`src/rtl/bos_pkg.sv`:
```
package bos_pkg;
  localparam int DATA_W = 8;
  localparam int ADDR_W = 16;

  localparam int FLAG_S  = 7;
  localparam int FLAG_Z  = 6;
  localparam int FLAG_H  = 4;
  localparam int FLAG_PV = 2;
  localparam int FLAG_N  = 1;
  localparam int FLAG_C  = 0;

  typedef enum logic [2:0] {
    ST_IDLE  = 3'd0,
    ST_READ  = 3'd1,
    ST_WRITE = 3'd2,
    ST_STEP  = 3'd3,
    ST_FIN   = 3'd4
  } seqState_t;

  typedef struct packed {
    logic loadRegs;
    logic clearT;
    logic captureByte;
    logic stepRegs;
    logic goAgain;
    logic decDir;
  } seqStrobe_t;
endpackage

```
`src/rtl/bos_control.sv`:
```
module bos_control
  import bos_pkg::*;
(
  input  logic       clk,
  input  logic       rstN,
  input  logic       loadEn,
  input  logic       start,
  input  logic [1:0] opSel,
  input  logic       memAck,
  input  logic       ioAck,
  input  logic       bNextZero,
  output logic       memReq,
  output logic       ioReq,
  output logic       busy,
  output logic       done,
  output seqStrobe_t strobe
);
  seqState_t state, stateNext;
  logic      dirDec;
  logic      repeatMode;
  logic      idle;

  assign idle = (state == ST_IDLE);

  always_ff @(posedge clk) begin
    if (!rstN) begin
      state      <= ST_IDLE;
      dirDec     <= 1'b0;
      repeatMode <= 1'b0;
    end else begin
      state <= stateNext;
      if (idle && start) begin
        dirDec     <= opSel[0];
        repeatMode <= opSel[1];
      end
    end
  end

  always_comb begin
    stateNext          = state;
    strobe             = '0;
    strobe.decDir      = dirDec;
    strobe.loadRegs    = idle && loadEn;
    case (state)
      ST_IDLE: begin
        if (start) begin
          strobe.clearT = 1'b1;
          stateNext     = ST_READ;
        end
      end
      ST_READ: begin
        if (memAck) begin
          strobe.captureByte = 1'b1;
          stateNext          = ST_WRITE;
        end
      end
      ST_WRITE: begin
        if (ioAck) stateNext = ST_STEP;
      end
      ST_STEP: begin
        strobe.stepRegs = 1'b1;
        strobe.goAgain  = repeatMode && !bNextZero;
        stateNext       = strobe.goAgain ? ST_READ : ST_FIN;
      end
      ST_FIN:  stateNext = ST_IDLE;
      default: stateNext = ST_IDLE;
    endcase
  end

  assign memReq = (state == ST_READ);
  assign ioReq  = (state == ST_WRITE);
  assign busy   = !idle;
  assign done   = (state == ST_FIN);
endmodule

```
`src/rtl/bos_datapath.sv`:
```
module bos_datapath
  import bos_pkg::*;
#(
  parameter int TS_W     = 16,
  parameter int T_STEP   = 16,
  parameter int T_REPEAT = 5
) (
  input  logic              clk,
  input  logic              rstN,
  input  seqStrobe_t        strobe,
  input  logic [DATA_W-1:0] loadB,
  input  logic [DATA_W-1:0] loadC,
  input  logic [ADDR_W-1:0] loadHL,
  input  logic [DATA_W-1:0] memData,
  output logic [ADDR_W-1:0] memAddr,
  output logic [ADDR_W-1:0] ioAddr,
  output logic [DATA_W-1:0] ioData,
  output logic              bNextZero,
  output logic [DATA_W-1:0] regB,
  output logic [DATA_W-1:0] regC,
  output logic [ADDR_W-1:0] regHL,
  output logic [7:0]        flags,
  output logic [TS_W-1:0]   tStates
);
  logic [DATA_W-1:0] byteReg;
  logic [DATA_W-1:0] bNext;
  logic [ADDR_W-1:0] hlNext;
  logic [DATA_W:0]   lSum;
  logic [DATA_W-1:0] parityVec;
  logic [7:0]        flagsNext;
  logic [TS_W-1:0]   tAdd;

  assign bNext     = regB - 1'b1;
  assign bNextZero = (bNext == '0);
  assign hlNext    = strobe.decDir ? (regHL - 1'b1) : (regHL + 1'b1);
  assign lSum      = {1'b0, hlNext[DATA_W-1:0]} + {1'b0, byteReg};
  assign parityVec = {bNext[DATA_W-1:3], bNext[2:0] ^ lSum[2:0]};

  always_comb begin
    flagsNext          = '0;
    flagsNext[FLAG_S]  = bNext[DATA_W-1];
    flagsNext[FLAG_Z]  = bNextZero;
    flagsNext[FLAG_H]  = lSum[DATA_W];
    flagsNext[FLAG_PV] = ~^parityVec;
    flagsNext[FLAG_N]  = byteReg[DATA_W-1];
    flagsNext[FLAG_C]  = lSum[DATA_W];
  end

  assign tAdd = strobe.goAgain ? TS_W'(T_STEP + T_REPEAT) : TS_W'(T_STEP);

  always_ff @(posedge clk) begin
    if (!rstN) begin
      regB    <= '0;
      regC    <= '0;
      regHL   <= '0;
      flags   <= '0;
      byteReg <= '0;
      tStates <= '0;
    end else begin
      if (strobe.loadRegs) begin
        regB  <= loadB;
        regC  <= loadC;
        regHL <= loadHL;
      end
      if (strobe.clearT)      tStates <= '0;
      if (strobe.captureByte) byteReg <= memData;
      if (strobe.stepRegs) begin
        regB    <= bNext;
        regHL   <= hlNext;
        flags   <= flagsNext;
        tStates <= tStates + tAdd;
      end
    end
  end

  assign memAddr = regHL;
  assign ioAddr  = {bNext, regC};
  assign ioData  = byteReg;
endmodule

```
`src/rtl/block_out_seq.sv`:
```
module block_out_seq
  import bos_pkg::*;
#(
  parameter int TS_W     = 16,
  parameter int T_STEP   = 16,
  parameter int T_REPEAT = 5
) (
  input  logic        clk,
  input  logic        rstN,
  input  logic        loadEn,
  input  logic [7:0]  loadB,
  input  logic [7:0]  loadC,
  input  logic [15:0] loadHL,
  input  logic        start,
  input  logic [1:0]  opSel,
  output logic        memReq,
  output logic [15:0] memAddr,
  input  logic        memAck,
  input  logic [7:0]  memData,
  output logic        ioReq,
  output logic [15:0] ioAddr,
  output logic [7:0]  ioData,
  input  logic        ioAck,
  output logic        busy,
  output logic        done,
  output logic [7:0]  regB,
  output logic [7:0]  regC,
  output logic [15:0] regHL,
  output logic [7:0]  flags,
  output logic [TS_W-1:0] tStates
);
  seqStrobe_t strobe;
  logic       bNextZero;

  bos_control u_ctrl (
    .clk(clk), .rstN(rstN), .loadEn(loadEn), .start(start), .opSel(opSel),
    .memAck(memAck), .ioAck(ioAck), .bNextZero(bNextZero),
    .memReq(memReq), .ioReq(ioReq), .busy(busy), .done(done), .strobe(strobe)
  );

  bos_datapath #(.TS_W(TS_W), .T_STEP(T_STEP), .T_REPEAT(T_REPEAT)) u_dp (
    .clk(clk), .rstN(rstN), .strobe(strobe),
    .loadB(loadB), .loadC(loadC), .loadHL(loadHL), .memData(memData),
    .memAddr(memAddr), .ioAddr(ioAddr), .ioData(ioData), .bNextZero(bNextZero),
    .regB(regB), .regC(regC), .regHL(regHL), .flags(flags), .tStates(tStates)
  );
endmodule

```
`config.mk`:
```
export PLATFORM = sky130hd
export DESIGN_NAME = block_out_seq
export DESIGN_NICKNAME = d
export VERILOG_FILES = /design/src/rtl/bos_pkg.sv /design/src/rtl/bos_control.sv /design/src/rtl/bos_datapath.sv /design/src/rtl/block_out_seq.sv
export SDC_FILE = /design/constraint.sdc
export NUM_CORES = 1
export LEC_CHECK = 0
export BUFFER_PORTS_ARGS = -buffer_cell sky130_fd_sc_hd__buf_2
export CAP_MARGIN = 20
export CORE_AREA = 2 2 93 95
export CTS_CLUSTER_SIZE = 8
export DETAILED_ROUTE_END_ITERATION = 8
export DIE_AREA = 0 0 95 97
export PLACE_DENSITY = 0.8
export SYNTH_ARGS = -nofsm -noshare
export SYNTH_HDL_FRONTEND = slang
export SYNTH_SLANG_ARGS = --single-unit
```
`constraint.sdc`:
```
create_clock -name clk -period 4.2 [get_ports clk]
set_input_delay 0.42 -clock clk [delete_from_list [all_inputs] [get_ports clk]]
set_output_delay 0.42 -clock clk [all_outputs]
set_load 0.03 [all_outputs]
```
### Word-level counts from Yosys, hierarchy flattened

Cells that the tools add are included.
W data, S select, Z words.

* register bits after elaboration: 67
* output and inout port bits: 100
* logic and storage cells: 51

* add/sub/neg operators: 5
* eq/ne operators: 7
* muxes and demuxes: 18
* bitwise operators: 1
* reductions and logical operators: 11

Operator list (count)
* $mux W16: 5
* $add A16 B1 Y16 const B: 1
* $add A16 B16 Y16: 1
* $mux W8: 2
* $sub A16 B1 Y16 const B: 1
* $mux W3: 5
* $pmux W3 S4: 1
* $add A8 B8 Y9: 1
* $logic_not A8 Y1: 1
* $reduce_xnor A8 Y1: 1
* $sub A8 B1 Y8 const B: 1
* $eq A3 B2 Y1 const B: 2
* $mux W1: 4
* $ne A2 B1 Y1 const B: 2
* $reduce_bool A2 Y1: 2
* $eq A3 B1 Y1 const B: 1
* $eq A3 B3 Y1 const B: 1
* $logic_and A1 B1 Y1: 3
* $logic_not A3 Y1: 1
* $reduce_and A3 Y1: 1
* $xor A3 B3 Y3: 1
* $logic_not A1 Y1: 2
* $mux W2: 1
* $ne A2 B2 Y1 const B: 1

### Logic depth before layout (Yosys ltp)

* depth after elaboration: 8
* depth in mapped cells: 19

### By module

Synthesis repeated with hierarchy kept, for this count alone.

* cell total of the unflattened synthesis: 498
* area total of the unflattened synthesis: 4395.5 µm²

Modules (own cells, without submodules)
* bos_datapath: instances 1, cells an instance 462, area an instance 4086.4 µm², sequential area each 1221.2 µm²
* bos_control: instances 1, cells an instance 36, area an instance 309.0 µm², sequential area each 100.1 µm²

### Worst setup path after synthesis

No wires, ideal clock.

* path kind: reg2reg
* start point: reg u_dp.regB[0]
* end point: reg u_dp.tStates[10]
* library setup time: 70 ps
* arrival: 4161 ps
* data required time: 4130 ps
* path slack: -31 ps
* stages on the path, launching flop included: 19
* clock period less this slack: 4231 ps
* path through: dfxtp_1 inv_1 ha_1 nand2_1 nor3_1 xor2_1 inv_1 ha_1 nand3_1 nor3_1 nand2b_1 nor2_1 ha_1 ha_1 a21o_1 a21oi_1 or4_4 or3_1 a21oi_1

* cells in the longest elaborated chain, start to end: 8

Ends and longest elaborated chain
* start, declared: RTL line bos_datapath.sv:19 `output logic [DATA_W-1:0] regB,`
* start signal, assigned: RTL line bos_datapath.sv:61 `regB <= loadB;`
* start signal, assigned: RTL line bos_datapath.sv:68 `regB <= bNext;`
* $sub A8 B1 Y8: RTL line bos_datapath.sv:33 `assign bNext = regB - 1'b1;`
* via ioAddr[8]: RTL line block_out_seq.sv:21 `output logic [15:0] ioAddr,`
* $logic_not A8 Y1: RTL line bos_datapath.sv:34 `assign bNextZero = (bNext == '0);`
* $logic_not A1 Y1: RTL line bos_control.sv:62 `strobe.goAgain = repeatMode && !bNextZero;`
* $logic_and A1 B1 Y1: RTL line bos_control.sv:62
* $mux W2: RTL line bos_control.sv:44 `case (state)`
* $mux W3: RTL line bos_datapath.sv:49 `assign tAdd = strobe.goAgain ? TS_W'(T_STEP + T_REPEAT) : TS_W'(T_STEP);`
* $add A16 B16 Y16: RTL line bos_datapath.sv:71 `tStates <= tStates + tAdd;`
* $mux W16: RTL line bos_datapath.sv:67 `if (strobe.stepRegs) begin`
* end signal, assigned: RTL line bos_datapath.sv:71
* end, declared: RTL line bos_datapath.sv:23 `output logic [TS_W-1:0] tStates`

The timed path passes the listed nets, and every way through them passes these cells.
A chain may end at the register's enable or synchronous reset.

### Worst setup path after layout

* start point: reg u_dp.regB[0]
* end point: reg u_dp.tStates[10]

* cells in the longest elaborated chain, start to end: 8

Ends and longest elaborated chain (RTL line)
* $sub A8 B1 Y8: bos_datapath.sv:33
* $logic_not A8 Y1: bos_datapath.sv:34
* $logic_not A1 Y1: bos_control.sv:62
* $logic_and A1 B1 Y1: bos_control.sv:62
* $mux W2: bos_control.sv:44
* $mux W3: bos_datapath.sv:49
* $add A16 B16 Y16: bos_datapath.sv:71
* $mux W16: bos_datapath.sv:67

No other way between the ends.

==> summary by stage <==
Critical path
The worst register-to-register path begins at u_dp.regB[0]. The critical path capture point type is a flop. The setup path with the least slack is of type flop to flop. For the worst setup path, the data arrival time is between 4 and 5 ns.

The largest fanout on the critical path is 8. The critical path startpoint category is a flop. The setup slack of the most critical reg-to-reg path is 0.40 ns. The worst register-to-register path ends at u_dp.tStates[10]. The required time of the worst setup path is roughly 4.5 ns.

The cell count of the worst reg-to-reg path is 18.

Power
In this run the power density over the cells is 400 nW/um2. The total internal power is between 1 and 1.5 mW. Of the total power, the share spent switching nets is 37.4%. The portion of total power attributed to sequential cells is about 37%. The completed layout was analyzed and its total power is around 1.9 mW. Combinational logic is responsible for 35.3% of the overall power.

IR analysis of the VDD net gives a maximum drop of roughly 0.27 mV. The clock network fraction of total power is approximately 28%. The total net switching power is 0.722 mW. Summed over all cells, the static leakage comes to about 2.3 nW.

Route
Using the TritonRoute via totals, the vias-per-cell ratio works out to 5.53. The number of detailed-route iterations in the first pass is 5. The total wirelength of the detailed-routed design is about 11000 um. The detailed router finished its first iteration with roughly 220 violations. The detailed router placed just under 4000 vias in this run. The number of nets with antenna violations after routing is 0. The number of remaining DRC errors is 0.

In the final routed layout, each cell accounts on average for 14.8 um.

Synthesis
The average size of a mapped cell is about 8.1 um2. The number of unique standard cell types used by synthesis is 53. The share of the Yosys chip area taken by registers is 32.6%.

The complex-gate fraction of the synthesized area is roughly a fifth. For this run, asynchronously set or reset flops after synthesis account for 0%. The combinational family with the most area after synthesis is compound AO/OA/AOI/OAI gates. The yosys synthesis warning count is 0.

The proportion of synthesized area in mux cells is under 10%. Counting flops and latches in the post-synthesis netlist gives 66. In this run the cell area of the synthesized design comes to between 4000 and 5000 um2. The synthesized-area fraction occupied by xor and xnor cells is about 6.3%. The synthesized netlist devotes approximately a tenth of its cell area to adder and majority cells. In the synthesized netlist the dominant register cell turns out to be dfxtp_1.

The fraction of the mapped netlist area in simple logic gates is a little under a fifth. The number of flops mapped to enable cells by yosys is 0. The synthesized netlist cell count is ~500.

Min path
Along the worst hold path, the cell count comes to 3. The worst hold path belongs to the class input port to flop. The worst hold path begins at memData[1]. The worst hold endpoint is u_dp.ioData[1].

GRT
The initial antenna violation count was 0. Global routing finished with a remaining overflow of 0. Entering global routing, the biggest net connects 56 pins.

The aggregate global-route resource usage is between 20 and 25%. The first global-routing pass estimated about 17000 um of wire. The number of global-route vias before repair came to approximately 3600.

Die
The initial utilization of the core area, before any placement, comes to approximately half. The top-level port count is 148. The die is roughly 97 um tall. The core region area is ~8100 um2. The die covers between 9000 and 10000 um2. The floorplan step set the die width to around 95 um. The number of rows created at floorplan is 33.

Timing
The final critical-path setup slack is a little under 0.4 ns. Setup violations remaining at the end of the flow were counted as 0. The number of hold violations in the final report was 0. The final critical path takes up 90.6% of the cycle. Setup repair after global routing left no endpoint under its margin. The worst pin sits at a relative slew slack of 37.5%. The count of final max-slew check failures was 0.

After routing, the total negative slack on setup checks comes to 0 ns. Static timing analysis puts the maximum clock frequency at around 260 MHz. The worst path in the final design needs a cycle of around 3.8 ns, including I/O delays and setup. The worst clock skew on the final layout is about 0.0058 ns. The measured slew at the worst slew-check pin is about 0.94 ns.

Placed design
The count of buffers from port buffering is 145. The routability congestion estimate is 0.878. Once placement completed, the tool counted placed cells totaling between 700 and 800.

The HPWL after detailed placement is 7730 um. The worst setup timing slack at the placement stage is 0.330 ns.

Clocking
The longest clock path from root to sink contains 2 buffers. Counting the buffers created by CTS gives 9. CTS built an H-tree with a depth of 3. The clock sink count is 66. The clock tree root buffer cell is clkbuf_8. The clock insertion delay at the later pin of the skew report is between 0.3 and 0.4 ns. TritonCTS built the clock tree. The number of setup buffers added after CTS is 0. After clock tree synthesis, the clock-pin slew on the worst setup and hold paths is roughly 0.070 ns.

Final layout
The filler cells instantiated in the layout total between 700 and 800. The number of inserted diodes is 0. The final standard cell count with taps included and fillers excluded is 717.

Leaving out fill and tap cells, the most frequent cell in the layout is buf_2. The final net count is between 600 and 700. The ratio of cells with drive above 1 in the final layout is between 20 and 30%. In the layout the commonest cells are buf_2 (145), dfxtp_1 (66), nand2_1 (60), nor2_1 (54), a21oi_1 (47). From synthesis to final layout, the design area changed by 19.1%.

The final standard cell utilization of the core is between 50 and 60%.

Run
The max-capacitance violation count is 0.

Run status
The flow ran to the end, and the final reports show no timing, DRC or antenna violations.
-- worst max-delay path by stage --
stage	startpoint	endpoint	depth (start not counted)
6_report	u_dp.regB[0]	u_dp.tStates[10]	18
2_1_floorplan	u_dp.regB[0]	u_dp.tStates[10]	18
5_1_grt	u_dp.regB[0]	u_dp.tStates[12]	18
4_1_cts	u_dp.regB[0]	u_dp.tStates[12]	18
3_3_place_gp	u_dp.regB[0]	u_dp.tStates[12]	18
3_5_place_dp	u_dp.regB[0]	u_dp.tStates[12]	18
-- sequential cells by signal, summed over array words and instances (netlist names) --
register	cells
u_ctrl.repeatMode	1
u_dp.tStates	16
u_dp.flags	5
u_dp.memAddr	16
u_ctrl.dirDec	1
u_ctrl.state	3
u_dp.regC	8
u_dp.regB	8
u_dp.ioData	8
-- worst max-delay path, stage by stage, from the launching register on --
cell and delay (ns):
dfxtp_1 0.39, inv_1 0.11, ha_1 0.23, nand2_1 0.12, nor3_2 0.20, xor2_2 0.21, inv_1 0.07, ha_1 0.19
nand3_1 0.07, nor3_1 0.05, nand2b_1 0.20, nor2_1 0.18, ha_1 0.23, ha_1 0.20, a21o_1 0.15, a21oi_1 0.11
or4_4 0.53, or3_1 0.32, a21oi_1 0.15
-- logic make-up (layout without fill, tap and decap cells) --
family | after synthesis | after routing
AOI/OAI and AO/OA | 127 | 127
xor gates and xnor gates | 29 | 29
adders and majority gates | 30 | 30
buffers and inverters | 68 | 177
DFF | 66 | 66
muxes | 14 | 14
other | 1 | 2
and+or+nand+nor | 167 | 167
-- per-layer routing --
metal	share of wire [%]	global-route usage, %	vias up
met2	48	37.8	146
met1	43	29.6	1844
li1	-	-	1956
met3	6.7	5.06	17
met4	2.2	8.47	0
met5	0	0	-
-- metrics by stage --
step	area [um2]	hold WS [ns]
detailed placement	4620	0.451
CTS	4810	0.302
finish	4820	0.311
floorplan	4060	0.437
global placement	4620	0.444
global route	4820	0.299
-- area by class of cell --
| class | count | area [um2] | share of cell area [%] |
|---|---|---|---|
| timing repair buffer | 149 | 756 | 15.7 |
| tap | 105 | 131 | 2.73 |
| multi-input combinational | 369 | 2370 | 49.1 |
| inverter | 14 | 52.6 | 1.09 |
| clock buffer | 11 | 151 | 3.14 |
| clock inverter | 3 | 40.0 | 0.831 |
| sequential | 66 | 1320 | 27.4 |
-- synthesized netlist by cell type (5+ instances only) --
cell type / count / area (um2)
o21ai_0: 20 / 100
mux2i_1: 8 / 80.1
clkbuf_1: 20 / 75.1
mux2_2: 6 / 67.6
a211oi_1: 5 / 37.5
xor2_1: 9 / 78.8
inv_1: 13 / 48.8
a21o_1: 5 / 37.5
ha_1: 28 / 350
nand3_1: 12 / 60.1
nand2_1: 60 / 225
xnor2_1: 20 / 175
a21oi_1: 47 / 235
dfxtp_1: 66 / 1320
nor2_1: 55 / 206
buf_4: 29 / 218
nor3_1: 11 / 55.1
o211ai_1: 5 / 37.5
o221ai_1: 5 / 43.8
a221oi_1: 8 / 70.1
-- power groups by stage --
stage / combinational (mW) / clock [mW] / sequential (mW)
after floorplan: 0.479 / 0 / 0.777
after global placement: 0.669 / 0 / 0.719
after detailed placement: 0.676 / 0 / 0.721
after CTS: 0.681 / 0.554 / 0.707
after global routing: 0.740 / 0.585 / 0.714
final: 0.682 / 0.542 / 0.707
-- repair_timing --
item,4_1_cts,5_1_grt
setup endpoints to repair,0,3
resized for setup,0,1
hold buffers,0,0
Power figures use the tool's default switching activity.
